[src/rtl/shmem_alloc_pkg.sv]
package shmem_alloc_pkg;

    typedef enum logic [1:0] {
        OP_ALLOC  = 2'd0,
        OP_FREE   = 2'd1,
        OP_LOOKUP = 2'd2,
        OP_RSVD   = 2'd3
    } alloc_op_e;

    typedef enum logic [2:0] {
        ST_IDLE,
        ST_CHECK,
        ST_SCAN,
        ST_WAKE,
        ST_PLACE,
        ST_FREE,
        ST_RESP
    } alloc_st_e;

    // one page table slot: flags plus location
    typedef struct packed {
        logic valid;
        logic head;
        logic last;
    } slot_flags_t;

endpackage

[src/rtl/shmem_page_table.sv]
module shmem_page_table
    import shmem_alloc_pkg::*;
#(
    parameter int VPAGES = 128,
    parameter int MOD_W  = 2,
    parameter int PPG_W  = 5,
    localparam int VP_W  = $clog2(VPAGES)
) (
    input  logic             clk,
    input  logic             rst,
    input  logic [VP_W-1:0]  rd_idx,
    output slot_flags_t      rd_flags,
    output logic [MOD_W-1:0] rd_mod,
    output logic [PPG_W-1:0] rd_ppg,
    input  logic             wr_en,
    input  logic [VP_W-1:0]  wr_idx,
    input  slot_flags_t      wr_flags,
    input  logic [MOD_W-1:0] wr_mod,
    input  logic [PPG_W-1:0] wr_ppg
);

    slot_flags_t      flags [VPAGES];
    logic [MOD_W-1:0] owner [VPAGES];
    logic [PPG_W-1:0] ppage [VPAGES];

    always_ff @(posedge clk) begin
        if (rst) begin
            for (int i = 0; i < VPAGES; i++) flags[i] <= '0;
        end else if (wr_en) begin
            flags[wr_idx] <= wr_flags;
            owner[wr_idx] <= wr_mod;
            ppage[wr_idx] <= wr_ppg;
        end
    end

    assign rd_flags = flags[rd_idx];
    assign rd_mod   = owner[rd_idx];
    assign rd_ppg   = ppage[rd_idx];


    no_overwrite_chk: assert property (@(posedge clk) disable iff (rst)
        (wr_en && wr_flags.valid) |-> !flags[wr_idx].valid);

endmodule

[src/rtl/shmem_module_table.sv]
module shmem_module_table #(
    parameter int NUM_MODS = 4,
    parameter int PPM      = 32,
    localparam int MOD_W   = $clog2(NUM_MODS),
    localparam int PPG_W   = $clog2(PPM),
    localparam int CNT_W   = $clog2(PPM + 1)
) (
    input  logic                             clk,
    input  logic                             rst,
    input  logic                             wake_en,
    input  logic                             place_en,
    input  logic [MOD_W-1:0]                 place_mod,
    output logic [PPG_W-1:0]                 place_ppg,
    input  logic                             rel_en,
    input  logic [MOD_W-1:0]                 rel_mod,
    input  logic [PPG_W-1:0]                 rel_ppg,
    output logic [NUM_MODS-1:0][CNT_W-1:0]   cnt_o,
    output logic [NUM_MODS-1:0]              active_o
);

    logic [NUM_MODS-1:0][PPM-1:0]   used;
    logic [NUM_MODS-1:0][CNT_W-1:0] cnt;
    logic [NUM_MODS-1:0]            active;

    // lowest free physical page of the placement target
    always_comb begin
        logic found;
        found     = 1'b0;
        place_ppg = '0;
        for (int i = 0; i < PPM; i++) begin
            if (!found && !used[place_mod][i]) begin
                place_ppg = PPG_W'(i);
                found     = 1'b1;
            end
        end
    end

    for (genvar m = 0; m < NUM_MODS; m++) begin : g_mod
        logic hit_place, hit_rel;
        assign hit_place = place_en && (place_mod == MOD_W'(m));
        assign hit_rel   = rel_en   && (rel_mod   == MOD_W'(m));

        always_ff @(posedge clk) begin
            if (rst) begin
                used[m]   <= '0;
                cnt[m]    <= '0;
                active[m] <= 1'b0;
            end else begin
                if (wake_en && place_mod == MOD_W'(m)) active[m] <= 1'b1;
                if (hit_place) begin
                    used[m][place_ppg] <= 1'b1;
                    cnt[m]             <= cnt[m] + 1'b1;
                end else if (hit_rel) begin
                    used[m][rel_ppg] <= 1'b0;
                    cnt[m]           <= cnt[m] - 1'b1;
                    if (cnt[m] == CNT_W'(1)) active[m] <= 1'b0;
                end
            end
        end


        placed_awake_chk: assert property (@(posedge clk) disable iff (rst)
            hit_place |-> active[m]);

        no_overflow_chk: assert property (@(posedge clk) disable iff (rst)
            hit_place |-> (cnt[m] < CNT_W'(PPM)));

        no_underflow_chk: assert property (@(posedge clk) disable iff (rst)
            hit_rel |-> (cnt[m] != '0) && used[m][rel_ppg]);

        holds_pages_awake_chk: assert property (@(posedge clk) disable iff (rst)
            (cnt[m] != '0) |-> active[m]);
    end

    assign cnt_o    = cnt;
    assign active_o = active;

endmodule

[src/rtl/shmem_page_alloc.sv]
module shmem_page_alloc
    import shmem_alloc_pkg::*;
#(
    parameter int NUM_MODS   = 4,
    parameter int SHARED_KB  = 512,
    parameter int PAGE_SHIFT = 12,
    parameter int MID_W      = 4,
    parameter int SIZE_W     = 20,
    parameter int ADDR_W     = 32
) (
    input  logic                clk,
    input  logic                rst,
    input  logic                req_valid,
    output logic                req_ready,
    input  logic [1:0]          req_op,
    input  logic [MID_W-1:0]    req_mod,
    input  logic [SIZE_W-1:0]   req_size,
    input  logic [ADDR_W-1:0]   req_addr,
    output logic                resp_valid,
    output logic                resp_ok,
    output logic [ADDR_W-1:0]   resp_addr,
    output logic [NUM_MODS-1:0] mod_active
);

    localparam int PAGE_BYTES = 1 << PAGE_SHIFT;
    localparam int VPAGES     = (SHARED_KB * 1024) / PAGE_BYTES;
    localparam int PPM        = VPAGES / NUM_MODS;
    localparam int VP_W       = $clog2(VPAGES);
    localparam int MOD_W      = $clog2(NUM_MODS);
    localparam int PPG_W      = $clog2(PPM);
    localparam int CNT_W      = $clog2(PPM + 1);
    localparam int NP_W       = SIZE_W - PAGE_SHIFT + 1;

    alloc_st_e           st;
    alloc_op_e           op_q;
    logic [MID_W-1:0]    mid_q;
    logic [NP_W-1:0]     np_q, run_q, left_q;
    logic [ADDR_W-1:0]   addr_q, raddr_q;
    logic [VP_W-1:0]     vidx;
    logic [MOD_W-1:0]    tm_q, rr_q;
    logic                auto_q, ok_q, inrange_q;

    slot_flags_t         rd_flags, wr_flags;
    logic [MOD_W-1:0]    rd_mod;
    logic [PPG_W-1:0]    rd_ppg, place_ppg;
    logic                wr_en, place_en, rel_en, wake_en;
    logic [NUM_MODS-1:0][CNT_W-1:0] cnt;
    logic [NUM_MODS-1:0] active;

    // request decode
    logic [SIZE_W:0]     size_up;
    logic                fire;
    assign size_up = {1'b0, req_size} + (SIZE_W+1)'(PAGE_BYTES - 1);
    assign fire    = req_valid && req_ready;

    // allocation target and capacity
    logic                id_auto, id_named, alloc_bad;
    logic [MOD_W-1:0]    tsel;
    logic [NP_W-1:0]     cap;
    assign id_auto  = (mid_q == MID_W'(1));
    assign id_named = (mid_q >= MID_W'(2)) && (mid_q <= MID_W'(NUM_MODS + 1));
    assign tsel     = id_auto ? rr_q : MOD_W'(mid_q - MID_W'(2));
    assign cap      = NP_W'(PPM) - NP_W'(cnt[tsel]);
    assign alloc_bad = !(id_auto || id_named) || (np_q == '0) || (np_q > cap);

    logic [NP_W-1:0]     run_nx;
    logic [VP_W-1:0]     run_base;
    assign run_nx   = run_q + 1'b1;
    assign run_base = vidx - VP_W'(np_q - 1'b1);

    logic [ADDR_W-1:0]   phys_addr;
    assign phys_addr = (ADDR_W'(rd_mod) * ADDR_W'(PPM) + ADDR_W'(rd_ppg)) << PAGE_SHIFT;

    always_comb begin
        wr_en    = 1'b0;
        wr_flags = '0;
        place_en = 1'b0;
        rel_en   = 1'b0;
        wake_en  = (st == ST_WAKE);
        if (st == ST_PLACE) begin
            wr_en          = 1'b1;
            place_en       = 1'b1;
            wr_flags.valid = 1'b1;
            wr_flags.head  = (left_q == np_q);
            wr_flags.last  = (left_q == NP_W'(1));
        end else if (st == ST_FREE) begin
            wr_en  = 1'b1;
            rel_en = 1'b1;
        end
    end

    always_ff @(posedge clk) begin
        if (rst) begin
            st        <= ST_IDLE;
            op_q      <= OP_ALLOC;
            mid_q     <= '0;
            np_q      <= '0;
            run_q     <= '0;
            left_q    <= '0;
            addr_q    <= '0;
            raddr_q   <= '0;
            vidx      <= '0;
            tm_q      <= '0;
            rr_q      <= '0;
            auto_q    <= 1'b0;
            ok_q      <= 1'b0;
            inrange_q <= 1'b0;
        end else begin
            case (st)
                ST_IDLE: if (fire) begin
                    op_q      <= alloc_op_e'(req_op);
                    mid_q     <= req_mod;
                    np_q      <= NP_W'(size_up >> PAGE_SHIFT);
                    addr_q    <= req_addr;
                    vidx      <= req_addr[PAGE_SHIFT +: VP_W];
                    inrange_q <= (req_addr >> (PAGE_SHIFT + VP_W)) == '0;
                    st        <= ST_CHECK;
                end
                ST_CHECK: begin
                    ok_q    <= 1'b0;
                    raddr_q <= '1;
                    st      <= ST_RESP;
                    case (op_q)
                        OP_ALLOC: if (!alloc_bad) begin
                            tm_q   <= tsel;
                            auto_q <= id_auto;
                            vidx   <= '0;
                            run_q  <= '0;
                            st     <= ST_SCAN;
                        end
                        OP_FREE: if (inrange_q && rd_flags.valid && rd_flags.head) begin
                            st <= ST_FREE;
                        end
                        OP_LOOKUP: if (inrange_q && rd_flags.valid) begin
                            ok_q    <= 1'b1;
                            raddr_q <= phys_addr;
                        end
                        default: ;
                    endcase
                end
                ST_SCAN: begin
                    if (!rd_flags.valid && run_nx == np_q) begin
                        vidx    <= run_base;
                        left_q  <= np_q;
                        raddr_q <= ADDR_W'(run_base) << PAGE_SHIFT;
                        st      <= active[tm_q] ? ST_PLACE : ST_WAKE;
                    end else begin
                        run_q <= rd_flags.valid ? '0 : run_nx;
                        vidx  <= vidx + 1'b1;
                        if (vidx == VP_W'(VPAGES - 1)) st <= ST_RESP;
                    end
                end
                ST_WAKE: st <= ST_PLACE;
                ST_PLACE: begin
                    left_q <= left_q - 1'b1;
                    vidx   <= vidx + 1'b1;
                    if (left_q == NP_W'(1)) begin
                        ok_q <= 1'b1;
                        st   <= ST_RESP;
                        if (auto_q)
                            rr_q <= (rr_q == MOD_W'(NUM_MODS - 1)) ? '0 : rr_q + 1'b1;
                    end
                end
                ST_FREE: begin
                    vidx <= vidx + 1'b1;
                    if (rd_flags.last) begin
                        ok_q    <= 1'b1;
                        raddr_q <= addr_q;
                        st      <= ST_RESP;
                    end
                end
                default: st <= ST_IDLE;
            endcase
        end
    end

    shmem_page_table #(
        .VPAGES (VPAGES),
        .MOD_W  (MOD_W),
        .PPG_W  (PPG_W)
    ) u_ptab (
        .clk      (clk),
        .rst      (rst),
        .rd_idx   (vidx),
        .rd_flags (rd_flags),
        .rd_mod   (rd_mod),
        .rd_ppg   (rd_ppg),
        .wr_en    (wr_en),
        .wr_idx   (vidx),
        .wr_flags (wr_flags),
        .wr_mod   (tm_q),
        .wr_ppg   (place_ppg)
    );

    shmem_module_table #(
        .NUM_MODS (NUM_MODS),
        .PPM      (PPM)
    ) u_mtab (
        .clk       (clk),
        .rst       (rst),
        .wake_en   (wake_en),
        .place_en  (place_en),
        .place_mod (tm_q),
        .place_ppg (place_ppg),
        .rel_en    (rel_en),
        .rel_mod   (rd_mod),
        .rel_ppg   (rd_ppg),
        .cnt_o     (cnt),
        .active_o  (active)
    );

    assign req_ready  = (st == ST_IDLE);
    assign resp_valid = (st == ST_RESP);
    assign resp_ok    = ok_q;
    assign resp_addr  = raddr_q;
    assign mod_active = active;


    one_outstanding_chk: assert property (@(posedge clk) disable iff (rst)
        fire |=> !req_ready);

    single_pulse_chk: assert property (@(posedge clk) disable iff (rst)
        resp_valid |=> !resp_valid);

    fail_code_chk: assert property (@(posedge clk) disable iff (rst)
        (resp_valid && !resp_ok) |-> (resp_addr == '1));

    fail_keeps_power_chk: assert property (@(posedge clk) disable iff (rst)
        (st == ST_CHECK && op_q == OP_ALLOC && alloc_bad) |=> $stable(mod_active));

endmodule

[config.mk]
export PLATFORM = sky130hd
export DESIGN_NAME = shmem_page_alloc
export DESIGN_NICKNAME = d
export VERILOG_FILES = /design/src/rtl/shmem_alloc_pkg.sv /design/src/rtl/shmem_page_table.sv /design/src/rtl/shmem_module_table.sv /design/src/rtl/shmem_page_alloc.sv
export SDC_FILE = /design/constraint.sdc
export NUM_CORES = 2
export LEC_CHECK = 0
export BUFFER_PORTS_ARGS = -buffer_cell sky130_fd_sc_hd__buf_2
export CORE_MARGIN = 1.5
export CORE_UTILIZATION = 60
export CTS_CLUSTER_SIZE = 30
export DETAILED_ROUTE_END_ITERATION = 7
export PLACE_DENSITY = 0.76
export SYNTH_ARGS = -nofsm -noshare
export SYNTH_HDL_FRONTEND = slang
export SYNTH_SLANG_ARGS = --single-unit
[constraint.sdc]
create_clock -name clk -period 14.1 [get_ports clk]
set_input_delay 2.82 -clock clk [delete_from_list [all_inputs] [get_ports clk]]
set_output_delay 2.82 -clock clk [all_outputs]
set_load 0.05 [all_outputs]
[After elaboration in Yosys (flattened, before gate mapping)]
Memories as Yosys holds them, arrays and structs flattened. A register that Yosys moved wholly into a read port is not among the register bits.
Cells that the tools add are included.
Storage, ports and cells
  input bits: 61
  register bits: 270
  output and inout port bits: 39
  logic and storage cells: 397
  memory bits (writable): 1280
  memories kept: 3
Operators by class
  add/subtract/negate cells: 18
  eq/ne operators: 32
  $lt $le $gt $ge: 9
  mux-type cells: 157
  reduce and logical (&&, ||, !) cells: 142
  bitwise gates (word level): 10
Memory list
  u_ptab.ppage: words 128, bits a word 5, read ports 1, clocked after memory_dff 1, write ports 1, RTL line shmem_page_table.sv:24  | logic [PPG_W-1:0] ppage [VPAGES];
  u_ptab.flags: words 128, bits a word 3, read ports 1, clocked after memory_dff 1, write ports 128, RTL line shmem_page_table.sv:22  | slot_flags_t flags [VPAGES];
  u_ptab.owner: words 128, bits a word 2, read ports 1, clocked after memory_dff 1, write ports 1, RTL line shmem_page_table.sv:23  | logic [MOD_W-1:0] owner [VPAGES];
Operator list (number)
  $mux 32: 13
  $and 32x32->32: 4
  $or 32x32->32: 4
  $pmux 32 s3: 1
  $mux 5: 16
  $mux 7: 11
  $mux 1: 65
  $bmux 32 s2: 1
  $logic_not 1->1: 63
  $mux 6: 9
  $logic_and 1x1->1: 50
  $mux 9: 5
  $mux 3: 13
  $pmux 9 s2: 2
  $logic_not 32->1: 1
  $mux 4: 8
  $not 32->32: 1
  $pmux 7 s4: 1
  $add 6x1->6 const B: 4
  $eq 6x1->1 const B: 4
  $sub 6x1->6 const B: 4
  $add 20x12->21 const B: 1
  $eq 9x9->1: 2
  $pmux 3 s6: 1
  45 further kinds: 84

[Longest topological paths before layout]
  depth after elaboration: 101
  depth in mapped cells: 18

[Cells and area by module]
Synthesis repeated with hierarchy kept, for this count alone.
Second synthesis, totals
  cells, all modules: 4281
  area total of the unflattened synthesis: 66904.2 µm²
By module, submodules not included
  shmem_page_table: instances 1, sequential area each 38436.9 µm², cells each 2554, area each 52560.4 µm²
  shmem_module_table: instances 1, sequential area each 3123.0 µm², cells each 944, area each 7923.8 µm²
  shmem_page_alloc: instances 1, sequential area each 2282.2 µm², cells each 783, area each 6419.9 µm²

[Least setup slack after synthesis]
Ideal clock, no wire load.
  kind: register -> register
  from: register tm_q[0]
  to: memory u_ptab.ppage[0][4] (data pin)
  arrival time: 9407 ps
  clock period less this slack: 10728 ps
  path buffers: 3
  setup slack: 3372 ps
  cell stages (with the launch flop): 6
  data required time: 12779 ps
  path through: dfxtp_1 > buf_2 > buf_2 > buf_2 > mux4_2 > a311oi_1
Between the ends
  cells in the longest elaborated chain, start to end: 95
Ends and longest elaborated chain
  from (decl): RTL line shmem_page_alloc.sv:40  | logic [MOD_W-1:0] tm_q, rr_q;
  from (signal assigned): RTL line shmem_page_alloc.sv:125  | tm_q <= tsel;
  $bmux 32 s2 *: RTL line shmem_module_table.sv:31  | if (!found && !used[place_mod][i]) begin
  $mux 32 (implied by the code) *: RTL line shmem_module_table.sv:31
  $logic_not 1->1: RTL line shmem_module_table.sv:31
  $logic_and 1x1->1: RTL line shmem_module_table.sv:31
  $mux 1: RTL line shmem_module_table.sv:31
  $logic_not 1->1: RTL line shmem_module_table.sv:31
  $logic_and 1x1->1: RTL line shmem_module_table.sv:31
  $mux 1: RTL line shmem_module_table.sv:31
  [80 not listed]
  $mux 1: RTL line shmem_module_table.sv:31
  $logic_not 1->1: RTL line shmem_module_table.sv:31
  $logic_and 1x1->1: RTL line shmem_module_table.sv:31
  $mux 1: RTL line shmem_module_table.sv:31
  $logic_not 1->1: RTL line shmem_module_table.sv:31
  $logic_and 1x1->1: RTL line shmem_module_table.sv:31
  $mux 5 *: RTL line shmem_module_table.sv:31
  net place_ppg[4]: RTL line shmem_page_alloc.sv:45  | logic [PPG_W-1:0] rd_ppg, place_ppg;
  to (decl): RTL line shmem_page_table.sv:24
The timed path passes the listed nets; every way through them passes the cells marked *. The select of a mux whose other input is x is not followed.

==> results_tabular.tex <==
\begin{tabular}{lr}
\hline
Metric & Value \\
\hline
\multicolumn{2}{l}{\textbf{Status}} \\
\quad Status & finished, violations left \\
\quad Failing checks & max-capacitance violations, max-slew violations \\
\multicolumn{2}{l}{\textbf{Routing}} \\
\quad Post-detailed-route DRC marker count & 0 \\
\quad Number of detailed-route iterations in the first pass & 6 \\
\quad Final routed wire length divided by cell count & 29.2 um \\
\quad Antenna-violating nets left & 0 \\
\quad Vias/cell & 6.77 \\
\quad Via total after detailed routing & 43100 \\
\quad Sum of routed wire length over all layers & 186000 um \\
\quad Initial drt markers & approximately 7200 \\
\multicolumn{2}{l}{\textbf{Critical path}} \\
\quad Most common cell type on the critical path & sky130\_fd\_sc\_hd\_\_o21ai\_0 \\
\quad R2R depth & 11 \\
\quad Category of the worst setup path capture point & flop \\
\quad Crit path max-delay cell type & sky130\_fd\_sc\_hd\_\_nor3b\_2 \\
\quad Largest delay contributor family on the critical path & simple AND/OR/NAND/NOR gates \\
\quad Buffers \& Inverters on Critical Path & 2 \\
\quad Critical path's largest stage delay & between 900 and 1000 ps \\
\quad Required time reported for the critical path endpoint & 14720 ps \\
\quad Critical Path Fanout Max & 92 \\
\quad CP Cell Sequence & buf\_12, buf\_4, mux4\_2, o22ai\_1, o21ai\_0, a22oi\_1, nand3b\_1, nor3b\_2, nand2\_1, o21ai\_0, a21oi\_1 \\
\quad WS Path Type & reg -> reg \\
\quad CP Launch Type & flop \\
\quad Number of cells on the critical path & 11 \\
\quad Arrival time of data at the critical path endpoint & 7090 ps \\
\quad R2r setup slk & 7630 ps \\
\multicolumn{2}{l}{\textbf{Timing}} \\
\quad Worst slew margin & -0.0110 \\
\quad Measured slew at the worst slew-check pin & 1510 ps \\
\quad Total negative slack for setup checks & 0 ps \\
\quad RSZ-0062 raised after global routing & no \\
\quad Number of max-slew violations in the final report & 6 \\
\quad Final min period & 6470 ps \\
\quad Finish-stage setup viols & 0 \\
\quad Final clock period utilization by the worst path & 0.459 \\
\quad Final Hold Violating Endpoints & 0 \\
\quad Worst clock skew on the final layout & 34.1 ps \\
\quad Timing-limited maximum frequency & about 150 MHz \\
\multicolumn{2}{l}{\textbf{Yosys}} \\
\quad Cell taking the most area after synthesis & sky130\_fd\_sc\_hd\_\_edfxtp\_1 \\
\quad Number of enable flip-flop cells after synthesis & 1280 \\
\quad Register bit total from synthesis & 1557 \\
\quad Post-synthesis cell area & 66700 um\^{}2 \\
\quad Post-synth top area share & 0.576 \\
\quad Syn Inst Count & 4730 \\
\quad Flip-flop cell with the highest count after synthesis & sky130\_fd\_sc\_hd\_\_edfxtp\_1 \\
\quad FFs w/ async S/R, synth & 0 \\
\quad Post-synth cell types & 88 \\
\quad Library cell with the highest instance count after synthesis & sky130\_fd\_sc\_hd\_\_edfxtp\_1 \\
\quad Synth area leaders & sky130\_fd\_sc\_hd\_\_edfxtp\_1 (58\%), sky130\_fd\_sc\_hd\_\_mux4\_2 (12\%), sky130\_fd\_sc\_hd\_\_dfxtp\_1 (8.3\%) \\
\quad Synth top cells by count & sky130\_fd\_sc\_hd\_\_edfxtp\_1 (1280), sky130\_fd\_sc\_hd\_\_nor2\_1 (624), sky130\_fd\_sc\_hd\_\_nand2\_1 (525) \\
\quad Post-Synthesis Net Count & approximately 4800 \\
\quad YS warnings & 0 \\
\quad Synth Area per Inst & 14.1 um\^{}2 \\
\quad Sequential element share of the synthesized area & 0.660 \\
\multicolumn{2}{l}{\textbf{CTS}} \\
\quad TritonCTS clock tree & yes \\
\quad CTS max path bufs & 3 \\
\quad CTS hold repair buffers & 0 \\
\quad Resize count post-CTS & 0 \\
\quad Number of clock buffers inserted by TritonCTS & roughly 160 \\
\quad Clock slew at the register clock pins of the worst setup and hold paths & $\sim$60 ps \\
\quad Level count of the clock H-tree & 4 \\
\quad Clock latency on the worst-skew pair & 780 ps \\
\quad Number of buffers inserted to repair setup after CTS & 0 \\
\quad Root buffer cell & sky130\_fd\_sc\_hd\_\_clkbuf\_16 \\
\quad Clock Sink Count & 1557 \\
\multicolumn{2}{l}{\textbf{Floorplan}} \\
\quad Standard-cell row count & 122 \\
\quad Die span in x & 336 um \\
\quad Die footprint & 113000 um\^{}2 \\
\quad Overall die height & 336 um \\
\quad Initial Util & 0.604 \\
\quad Top-level port count & 100 \\
\quad Area of the core region & 110000 um\^{}2 \\
\multicolumn{2}{l}{\textbf{GRT}} \\
\quad Total grt overflow & 0 \\
\quad Overall Global Routing Usage & 0.330 \\
\quad Via count of the first global-routing pass & 41000 \\
\quad Antenna violations before repair & 3 \\
\quad Maximum number of pins on one net before global-route repair & 108 \\
\quad Wire length of the first global-routing pass & around 270000 um \\
\multicolumn{2}{l}{\textbf{Pwr}} \\
\quad Lkg Pwr & 25.1 nW \\
\quad Total power density per cell area & 182 nW/um\^{}2 \\
\quad Final total power & 0.0133 W \\
\quad Worst VDD drop & approximately 0.13 mV \\
\multicolumn{2}{l}{\textbf{Min path}} \\
\quad Number of cells on the worst hold path & 2 \\
\quad Worst min-delay path category & reg -> reg \\
\multicolumn{2}{l}{\textbf{Run}} \\
\quad Max Cap Viol & 1 \\
\multicolumn{2}{l}{\textbf{Placement}} \\
\quad Count of port buffers added during placement & 99 \\
\quad Post-detail-place hpwl & 117000 um \\
\quad Last weighted congestion value of the routability-driven placer & roughly 0.94 \\
\multicolumn{2}{l}{\textbf{Finish}} \\
\quad Number of nets in the layout & $\sim$4900 \\
\quad Fraction of layout cells with a size suffix above 1 & 0.165 \\
\quad Area growth from synthesis to layout & 10.1\% \\
\hline
\end{tabular}
[where the power goes]
group / switching, W / internal (W)
Clock: 0.00178 / 0.00244
Sequential: 0.000253 / 0.00514
Combinational: 0.00242 / 0.00128
Total: 0.00446 / 0.00887
[area by class of cell]
| class | count | area, um^2 |
|---|---|---|
| Fill cell | 7413 | 37000 |
| Tap cell | 1488 | 1860 |
| Antenna cell | 2 | 5.00 |
| Sequential cell | 1557 | 44000 |
| Timing Repair Buffer | 162 | 1000 |
| Clock inverter | 69 | 828 |
| Clock buffer | 213 | 4380 |
| Multi-Input combinational cell | 2701 | 20700 |
| Inverter | 175 | 662 |
[cell families after synthesis]
kind of cell | Yosys count | synth area share
XOR/XNOR | 56 | 0.00736
flip-flops | 1557 | 0.660
AO/OA/AOI/OAI | 615 | 0.0591
multiplexers | 477 | 0.137
adder cells (fa/ha/maj) | 39 | 0.00743
buffers and inverters | 472 | 0.0321
AND/OR/NAND/NOR | 1514 | 0.0977
[metrics by stage]
| step | setup slack [ps] | cells | instance area [um^2] | utilization | hold WS, ps |
|---|---|---|---|---|---|
| after floorplan | 3370 | 4730 | 66700 | - | 436 |
| after global placement | 7200 | 6083 | 68200 | 0.618 | 442 |
| after detailed placement | 7150 | 6083 | 68200 | 0.618 | 447 |
| after CTS | 7740 | 6365 | 73400 | 0.665 | 455 |
| after global routing | 7250 | 6365 | 73400 | 0.665 | 469 |
| final | 7630 | 6367 | 73400 | 0.665 | 455 |
[per-layer routing]
metal	GRT usage	vias to the layer above	routed length [um]
li1	-	17900	-
met1	0.459	21400	67200
met2	0.494	3283	84800
met3	0.0871	541	24600
met4	0.145	0	9040
met5	0	-	0
[sequential cells by signal, summed over array words and instances (netlist names), 2 cells and up, named ones only]
| name | count |
|---|---|
| u_ptab.flags | 384 |
| np_q | 9 |
| left_q | 9 |
| resp_addr | 32 |
| vidx | 7 |
| run_q | 9 |
| mid_q | 4 |
| u_mtab.used | 128 |
| addr_q | 32 |
| u_mtab.active_o | 4 |
| tm_q | 2 |
| u_ptab.ppage | 640 |
| op_q | 2 |
| u_mtab.cnt_o | 24 |
| rr_q | 2 |
| u_ptab.owner | 256 |
| st | 3 |
[placed cells by master, fill, tap and decap left out, types with 98 or more instances in the layout]
cell type and n:
sky130_fd_sc_hd__mux4_2 345, sky130_fd_sc_hd__clkbuf_16 161, sky130_fd_sc_hd__nor3_1 117, sky130_fd_sc_hd__nand2_1 523, sky130_fd_sc_hd__inv_1 172, sky130_fd_sc_hd__dfxtp_1 271
sky130_fd_sc_hd__buf_2 98, sky130_fd_sc_hd__nor2_1 624, sky130_fd_sc_hd__edfxtp_1 1280, sky130_fd_sc_hd__a21oi_1 202, sky130_fd_sc_hd__mux2i_1 109
[path summary, 6_finish.rpt]
| check | start | to |
|---|---|---|
| max | flop | u_mtab.used[27] |
| max reg2reg | flop | u_mtab.used[27] |
| min | addr_q[1] | addr_q[1] |
| min reg2reg | addr_q[1] | addr_q[1] |
[worst reg2reg max path: cells and delay by family (launching register included)]
kind                   cells  cell delay, ps
multiplexers               1             610
flip-flops                 1             930
AND/OR/NAND/NOR            3            2050
buffers and inverters      2            1580
AO/OA/AOI/OAI              5            1180
Power figures use the tool's default switching activity.
